**src/rtl/addr_filt_pkg.sv**
```systemverilog
// Package: shared constants for the destination address filter.
// Assumes byte-wide destination input in wire order and a 5-bit register space.
package addr_filt_pkg;
    localparam int          MAC_BYTES   = 6;
    localparam int          BYTE_W      = 8;
    localparam int          HASH_W      = 6;
    localparam int          TBL_BYTES   = 8;
    localparam int          CRC_W       = 32;
    localparam logic [31:0] CRC_POLY    = 32'h04C1_1DB6;
    localparam logic [31:0] CRC_SEED    = 32'hFFFF_FFFF;
    localparam int          CFG_BCAST   = 2;
    localparam int          CFG_MCAST   = 3;
    localparam int          CFG_PROMISC = 4;
    localparam int          REG_AW      = 5;
    localparam logic [4:0]  REG_CFG     = 5'h00;
    localparam logic [4:0]  REG_STA     = 5'h01;
    localparam logic [4:0]  REG_TBL     = 5'h08;

    typedef enum logic [1:0] {
        DST_INDIV = 2'd0,
        DST_GROUP = 2'd1,
        DST_BCAST = 2'd2
    } dst_kind_e;
endpackage

```
**src/rtl/af_cfg_regs.sv**
```systemverilog
// Module: af_cfg_regs
// Holds the receive configuration, the station address and the hash table.
// Assumes single-cycle writes; the registers are not readable; synchronous active-low reset.
module af_cfg_regs
    import addr_filt_pkg::*;
#(
    parameter int N_STA = MAC_BYTES,
    parameter int N_TBL = TBL_BYTES,
    parameter int AW    = REG_AW
) (
    input  logic                 clk,
    input  logic                 rst_n,
    input  logic                 wr_en,
    input  logic [AW-1:0]        wr_addr,
    input  logic [7:0]           wr_data,
    output logic [7:0]           rx_cfg,
    output logic [N_STA*8-1:0]   station,
    output logic [N_TBL*8-1:0]   hash_tbl
);
    // Receive-configuration register update.
    always_ff @(posedge clk) begin
        if (!rst_n)
            rx_cfg <= '0;
        else if (wr_en && wr_addr == AW'(REG_CFG))
            rx_cfg <= wr_data;
    end

    genvar g;
    generate
        for (g = 0; g < N_STA; g++) begin : g_sta
            // Station byte g update.
            always_ff @(posedge clk) begin
                if (!rst_n)
                    station[g*8 +: 8] <= '0;
                else if (wr_en && wr_addr == AW'(int'(REG_STA) + g))
                    station[g*8 +: 8] <= wr_data;
            end
        end
        for (g = 0; g < N_TBL; g++) begin : g_tbl
            // Hash-table byte g update.
            always_ff @(posedge clk) begin
                if (!rst_n)
                    hash_tbl[g*8 +: 8] <= '0;
                else if (wr_en && wr_addr == AW'(int'(REG_TBL) + g))
                    hash_tbl[g*8 +: 8] <= wr_data;
            end
        end
    endgenerate
endmodule

```
**src/rtl/af_crc_hash.sv**
```systemverilog
// Module: af_crc_hash
// Runs the hash CRC over one byte per clock, least significant bit first.
// Exports the top bits of the CRC as the hash index.
// Assumes clr has priority over step.
module af_crc_hash
    import addr_filt_pkg::*;
#(
    parameter int              CW    = CRC_W,
    parameter logic [CW-1:0]   POLY  = CRC_POLY,
    parameter logic [CW-1:0]   SEED  = CRC_SEED,
    parameter int              DW    = BYTE_W,
    parameter int              IW    = HASH_W
) (
    input  logic          clk,
    input  logic          rst_n,
    input  logic          clr,
    input  logic          step,
    input  logic [DW-1:0] din,
    output logic [IW-1:0] idx
);
    logic [CW-1:0] crc_q;

    function automatic logic [CW-1:0] crc_byte(input logic [CW-1:0] c, input logic [DW-1:0] d);
        logic [CW-1:0] r;
        logic          fb;
        r = c;
        for (int j = 0; j < DW; j++) begin
            fb = r[CW-1] ^ d[j];
            r  = r << 1;
            if (fb)
                r = (r ^ POLY) | CW'(1);
        end
        return r;
    endfunction

    // CRC register: seed on reset or clear, advance one byte per step.
    always_ff @(posedge clk) begin
        if (!rst_n || clr)
            crc_q <= SEED;
        else if (step)
            crc_q <= crc_byte(crc_q, din);
    end

    assign idx = crc_q[CW-1 -: IW];
endmodule

```
**src/rtl/af_addr_track.sv**
```systemverilog
// Module: af_addr_track
// Counts the destination bytes and builds the per-frame address flags:
// all-ones, group bit, and station match.
// Assumes station byte 0 is the first byte on the wire; bytes after the last are dropped.
module af_addr_track
    import addr_filt_pkg::*;
#(
    parameter int N  = MAC_BYTES,
    parameter int DW = BYTE_W
) (
    input  logic            clk,
    input  logic            rst_n,
    input  logic            clr,
    input  logic            byte_vld,
    input  logic [DW-1:0]   din,
    input  logic [N*DW-1:0] station,
    output logic            take,
    output logic            full,
    output logic            all_ones,
    output logic            grp_bit,
    output logic            sta_hit
);
    localparam int CNT_W = $clog2(N + 1);

    logic [CNT_W-1:0] cnt_q;
    logic [DW-1:0]    sta_byte;

    // Byte acceptance and the station byte the current byte is compared with.
    always_comb begin
        full     = (cnt_q == CNT_W'(N));
        take     = byte_vld && !clr && !full;
        sta_byte = station[cnt_q*DW +: DW];
    end

    // Byte counter and address flags.
    always_ff @(posedge clk) begin
        if (!rst_n || clr) begin
            cnt_q    <= '0;
            all_ones <= 1'b1;
            sta_hit  <= 1'b1;
            grp_bit  <= 1'b0;
        end else if (take) begin
            cnt_q    <= cnt_q + 1'b1;
            all_ones <= all_ones && (din == '1);
            sta_hit  <= sta_hit && (din == sta_byte);
            if (cnt_q == '0)
                grp_bit <= din[0];
        end
    end
endmodule

```
**src/rtl/addr_filter.sv**
```systemverilog
// Module: addr_filter (top)
// Classifies each destination address as broadcast, group or individual.
// Applies the enable bits, the hash table and the station compare, and registers
// the verdict one clock after the last byte.
// Assumes frm_start precedes the bytes of each frame.
module addr_filter
    import addr_filt_pkg::*;
#(
    parameter int N_ADDR = MAC_BYTES,
    parameter int N_TBL  = TBL_BYTES,
    parameter int AW     = REG_AW,
    parameter int IW     = HASH_W
) (
    input  logic          clk,
    input  logic          rst_n,
    input  logic          frm_start,
    input  logic          byte_vld,
    input  logic [7:0]    byte_data,
    input  logic          cfg_wr_en,
    input  logic [AW-1:0] cfg_wr_addr,
    input  logic [7:0]    cfg_wr_data,
    output logic          decision_vld,
    output logic          accept,
    output logic          reject,
    output logic [IW-1:0] hash_idx
);
    logic [7:0]          rx_cfg;
    logic [N_ADDR*8-1:0] station;
    logic [N_TBL*8-1:0]  hash_tbl;
    logic                take, addr_full, all_ones, grp_bit, sta_hit;
    dst_kind_e           kind;
    logic                verdict;

    af_cfg_regs #(.N_STA(N_ADDR), .N_TBL(N_TBL), .AW(AW)) u_regs (
        .clk(clk), .rst_n(rst_n), .wr_en(cfg_wr_en), .wr_addr(cfg_wr_addr),
        .wr_data(cfg_wr_data), .rx_cfg(rx_cfg), .station(station), .hash_tbl(hash_tbl)
    );

    af_addr_track #(.N(N_ADDR), .DW(8)) u_track (
        .clk(clk), .rst_n(rst_n), .clr(frm_start), .byte_vld(byte_vld),
        .din(byte_data), .station(station), .take(take), .full(addr_full),
        .all_ones(all_ones), .grp_bit(grp_bit), .sta_hit(sta_hit)
    );

    af_crc_hash #(.IW(IW)) u_crc (
        .clk(clk), .rst_n(rst_n), .clr(frm_start), .step(take),
        .din(byte_data), .idx(hash_idx)
    );

    // Address class and filter verdict from the captured flags.
    always_comb begin
        if (all_ones)
            kind = DST_BCAST;
        else if (grp_bit)
            kind = DST_GROUP;
        else
            kind = DST_INDIV;
        unique case (kind)
            DST_BCAST: verdict = rx_cfg[CFG_BCAST];
            DST_GROUP: verdict = rx_cfg[CFG_MCAST] && hash_tbl[hash_idx];
            default:   verdict = sta_hit;
        endcase
        if (rx_cfg[CFG_PROMISC])
            verdict = 1'b1;
    end

    // Decision register: cleared on frame start, loaded once per frame.
    always_ff @(posedge clk) begin
        if (!rst_n || frm_start) begin
            decision_vld <= 1'b0;
            accept       <= 1'b0;
            reject       <= 1'b0;
        end else if (addr_full && !decision_vld) begin
            decision_vld <= 1'b1;
            accept       <= verdict;
            reject       <= !verdict;
        end
    end
endmodule

```
**config.mk**
```make
export PLATFORM = sky130hd
export DESIGN_NAME = addr_filter
export DESIGN_NICKNAME = d
export VERILOG_FILES = /design/src/rtl/addr_filt_pkg.sv /design/src/rtl/af_cfg_regs.sv /design/src/rtl/af_crc_hash.sv /design/src/rtl/af_addr_track.sv /design/src/rtl/addr_filter.sv
export SDC_FILE = /design/constraint.sdc
export NUM_CORES = 1
export LEC_CHECK = 0
export BUFFER_PORTS_ARGS = -buffer_cell sky130_fd_sc_hd__buf_2
export CAP_MARGIN = 40
export CORE_MARGIN = 3
export CORE_UTILIZATION = 55
export CTS_BUF_LIST = sky130_fd_sc_hd__clkbuf_4
export DETAILED_ROUTE_END_ITERATION = 6
export GPL_TIMING_DRIVEN = 0
export PLACE_DENSITY_LB_ADDON = 0.2
export SLEW_MARGIN = 20
export SYNTH_ARGS = -nofsm -noshare
export SYNTH_HDL_FRONTEND = slang
export SYNTH_SLANG_ARGS = --single-unit
```
**constraint.sdc**
```tcl
create_clock -name clk -period 3.25 [get_ports clk]
set_clock_uncertainty 0.05 [all_clocks]
set_input_delay 0.4875 -clock clk [delete_from_list [all_inputs] [get_ports clk]]
set_output_delay 0.4875 -clock clk [all_outputs]
set_load 0.01 [all_outputs]
```
==> metrics <==
share of cells above drive strength 1 0.126; peak supply drop 0.488 mV; critical path launch point type flop; Fin Hold WS 0.176 ns; post-route design area 8550 µm²; relative slew slack 0.454; ant diodes 0; clk_lat worst skew 0.57 ns; origin of the worst min-delay path byte_vld; sw frac 0.285; initial antenna violation count 0; cell taking the most area after synthesis dfxtp_1; cts repair resizes 0; Main synth FF type dfxtp_1; Worst Setup End Kind flop; Worst Tran Pin Value 0.813 ns; Leak 3.29 nW; initial drt markers 555; clk buf depth 2; Sw Pwr 1.15 mW; hold path cells 3; detailed placer's ending HPWL 14.3 mm; fmax 359 MHz; Net Count, Synth 814; outcome complete, no violations; Mapped Cells 785; Placer Congestion 0.890; most instantiated cells after synthesis 156 x dfxtp_1, 115 x mux2i_1, 96 x nor2b_1; drt total wl 19.8 mm; DRT Pass-1 Iters 5; unrepaired setup endpoints after global routing no; Worst-path clk slew 0.13 ns; clock period minus worst slack 2.78 ns; Crit path arrival time 3.17 ns; worst reg2reg path depth 10; Via density 5.70; Final Util 0.614; Yosys reg bits 156; Root Driver clkbuf_4; Synth Warn # 0; Reg2Reg Setup Slack 0.47 ns; width of the die 125 µm; PwrDens 474 nW/µm²; Mapped Area 7850 µm²; syn avg cell area 10.0 µm²; wire length per cell 19.2 µm; global-route wire length before repair 31.4 mm; Overflow after GRT 0; antenna violation net count after detailed routing 0; CP Max Fanout 10; core area 13900 µm²; reg2reg end u_track.sta_hit$_SDFFE_PP1P_; die height 125 µm; DRC 0; Via Count 5856; Critical Path RT 3.63 ns; worst min-delay path class in2reg; dominant cells by area after synthesis dfxtp_1 40%, mux2i_1 15%, nor2b_1 7.6%; Clock power frac 0.323; vias in the first global route 5916; Area after DPL 8230 µm²; maxcap violations 0; IO Count 35; Pins Over Slew Limit 0; TNS Setup 0 ns; critical path type reg2reg; Initial Util 0.564; worst hold path endpoint u_track.cnt_q[1]$_SDFFE_PP0P_; Cell variety after synth 46; Port Buf Inserts 31; Gate power share 0.186; largest net degree at the start of global routing 17; Cell Int Power 2.90 mW; ys async rst share 0; RR Startpoint u_track.cnt_q[0]$_SDFFE_PP0P_; Clock Sinks 156; Overall Power 4.05 mW; H-tree lvl count 4; Post-CTS Setup Repair Bufs 0; Final setup violation count 0; Hold Fails Final Rpt 0; standard-cell rows 43; sequential power share 0.490; Layout Nets 864; CTS Buf Count 17; Layout area overhead 8.88%; top-area cell type share of the netlist area 0.398; die area 15700 µm²; EDFF count, synth 0; CTS tree done; GRT Resource Usage Total 0.252; most common cell in the netlist dfxtp_1; hold buffers post-CTS 0; final worst path period share 0.857; sequential area share after synthesis 0.398
[power groups by stage]
stage	clock network, mW	logic, mW	registers (mW)
final	1.31	0.755	1.99
after global routing	1.42	0.805	1.99
after CTS	1.32	0.752	1.99
after detailed placement	0	0.745	2.03
after global placement	0	0.735	2.03
after floorplan	0	0.571	2.02
[cells by family (layout without fill, tap and decap cells)]
| logic type | after synthesis | in the layout | synth area share |
|---|---|---|---|
| xor+xnor | 86 | 86 | 0.115 |
| fa+ha+maj | 3 | 3 | 0.00478 |
| buf+inv | 66 | 129 | 0.0376 |
| simple gates | 258 | 258 | 0.173 |
| mux | 132 | 132 | 0.194 |
| compound gates | 84 | 84 | 0.0789 |
| flops | 156 | 156 | 0.398 |
[layout make-up]
cell class | count | area [µm²]
Multi-Input combinational cell | 563 | 4430
Inverter | 5 | 18.8
Clock inverter | 13 | 174
Clock buffer | 19 | 143
Buffer | 61 | 277
Fill cell | 1174 | 5390
Sequential cell | 156 | 3120
Tap cell | 180 | 225
Timing Repair Buffer | 31 | 155
[worst max path at each step]
stage,endpoint,from
floorplan,u_track.sta_hit$_SDFFE_PP1P_,u_track.cnt_q[0]$_SDFFE_PP0P_
global placement,u_track.sta_hit$_SDFFE_PP1P_,u_track.cnt_q[0]$_SDFFE_PP0P_
detailed placement,u_track.sta_hit$_SDFFE_PP1P_,u_track.cnt_q[0]$_SDFFE_PP0P_
CTS,u_track.sta_hit$_SDFFE_PP1P_,u_track.cnt_q[0]$_SDFFE_PP0P_
global route,u_track.sta_hit$_SDFFE_PP1P_,u_track.cnt_q[0]$_SDFFE_PP0P_
finish,u_track.sta_hit$_SDFFE_PP1P_,u_track.cnt_q[0]$_SDFFE_PP0P_
[state kept, by name, indices dropped and copies added, names as in the netlist]
register and flops:
u_regs.hash_tbl 64, u_track.sta_hit 1, accept 1, u_crc.crc_q 32
u_track.grp_bit 1, u_regs.station 48, u_regs.rx_cfg 3, reject 1
u_track.all_ones 1, u_track.cnt_q 3, decision_vld 1
[stage by stage]
stage                     std cells  setup slack [ns]
after floorplan                 785              1.09
after global placement          996             0.564
after detailed placement        996             0.504
after CTS                      1028             0.467
after global routing           1028             0.182
final                          1028             0.466
[critical path, cell delays in order, from the launching register on]
cell and delay, ns:
dfxtp_1 0.36, buf_2 0.26, buf_2 0.38, inv_1 0.16, ha_1 0.24, nand2_1 0.21, nand2_1 0.10, clkbuf_1 0.22
buf_1 0.33, o21ai_0 0.24, o211ai_1 0.10
[metal layers]
| layer | track usage | vias up | part of all wire |
|---|---|---|---|
| met5 | 0 | - | 0 |
| met4 | 0.0810 | 0 | 0.017 |
| met3 | 0.0671 | 31 | 0.050 |
| met2 | 0.415 | 148 | 0.48 |
| met1 | 0.325 | 2869 | 0.45 |
| li1 | - | 2808 | - |
[placed cells by master (no fill, tap or decap), types with 4 or more instances in the layout]
| cell type | instances |
|---|---|
| a21oi_1 | 9 |
| nor2b_1 | 96 |
| nand4_1 | 7 |
| xor2_1 | 21 |
| nand2_1 | 75 |
| o211ai_1 | 29 |
| a221o_1 | 5 |
| clkbuf_1 | 41 |
| mux4_2 | 16 |
| clkbuf_4 | 19 |
| xnor2_4 | 4 |
| dfxtp_1 | 156 |
| mux2i_1 | 115 |
| nor2_1 | 19 |
| inv_1 | 4 |
| nand3_1 | 39 |
| buf_4 | 8 |
| a21boi_0 | 27 |
| xnor2_1 | 56 |
| buf_2 | 39 |
| nor3_1 | 6 |
| bufinv_16 | 4 |
Note: power is estimated with default switching activity, not from simulation.
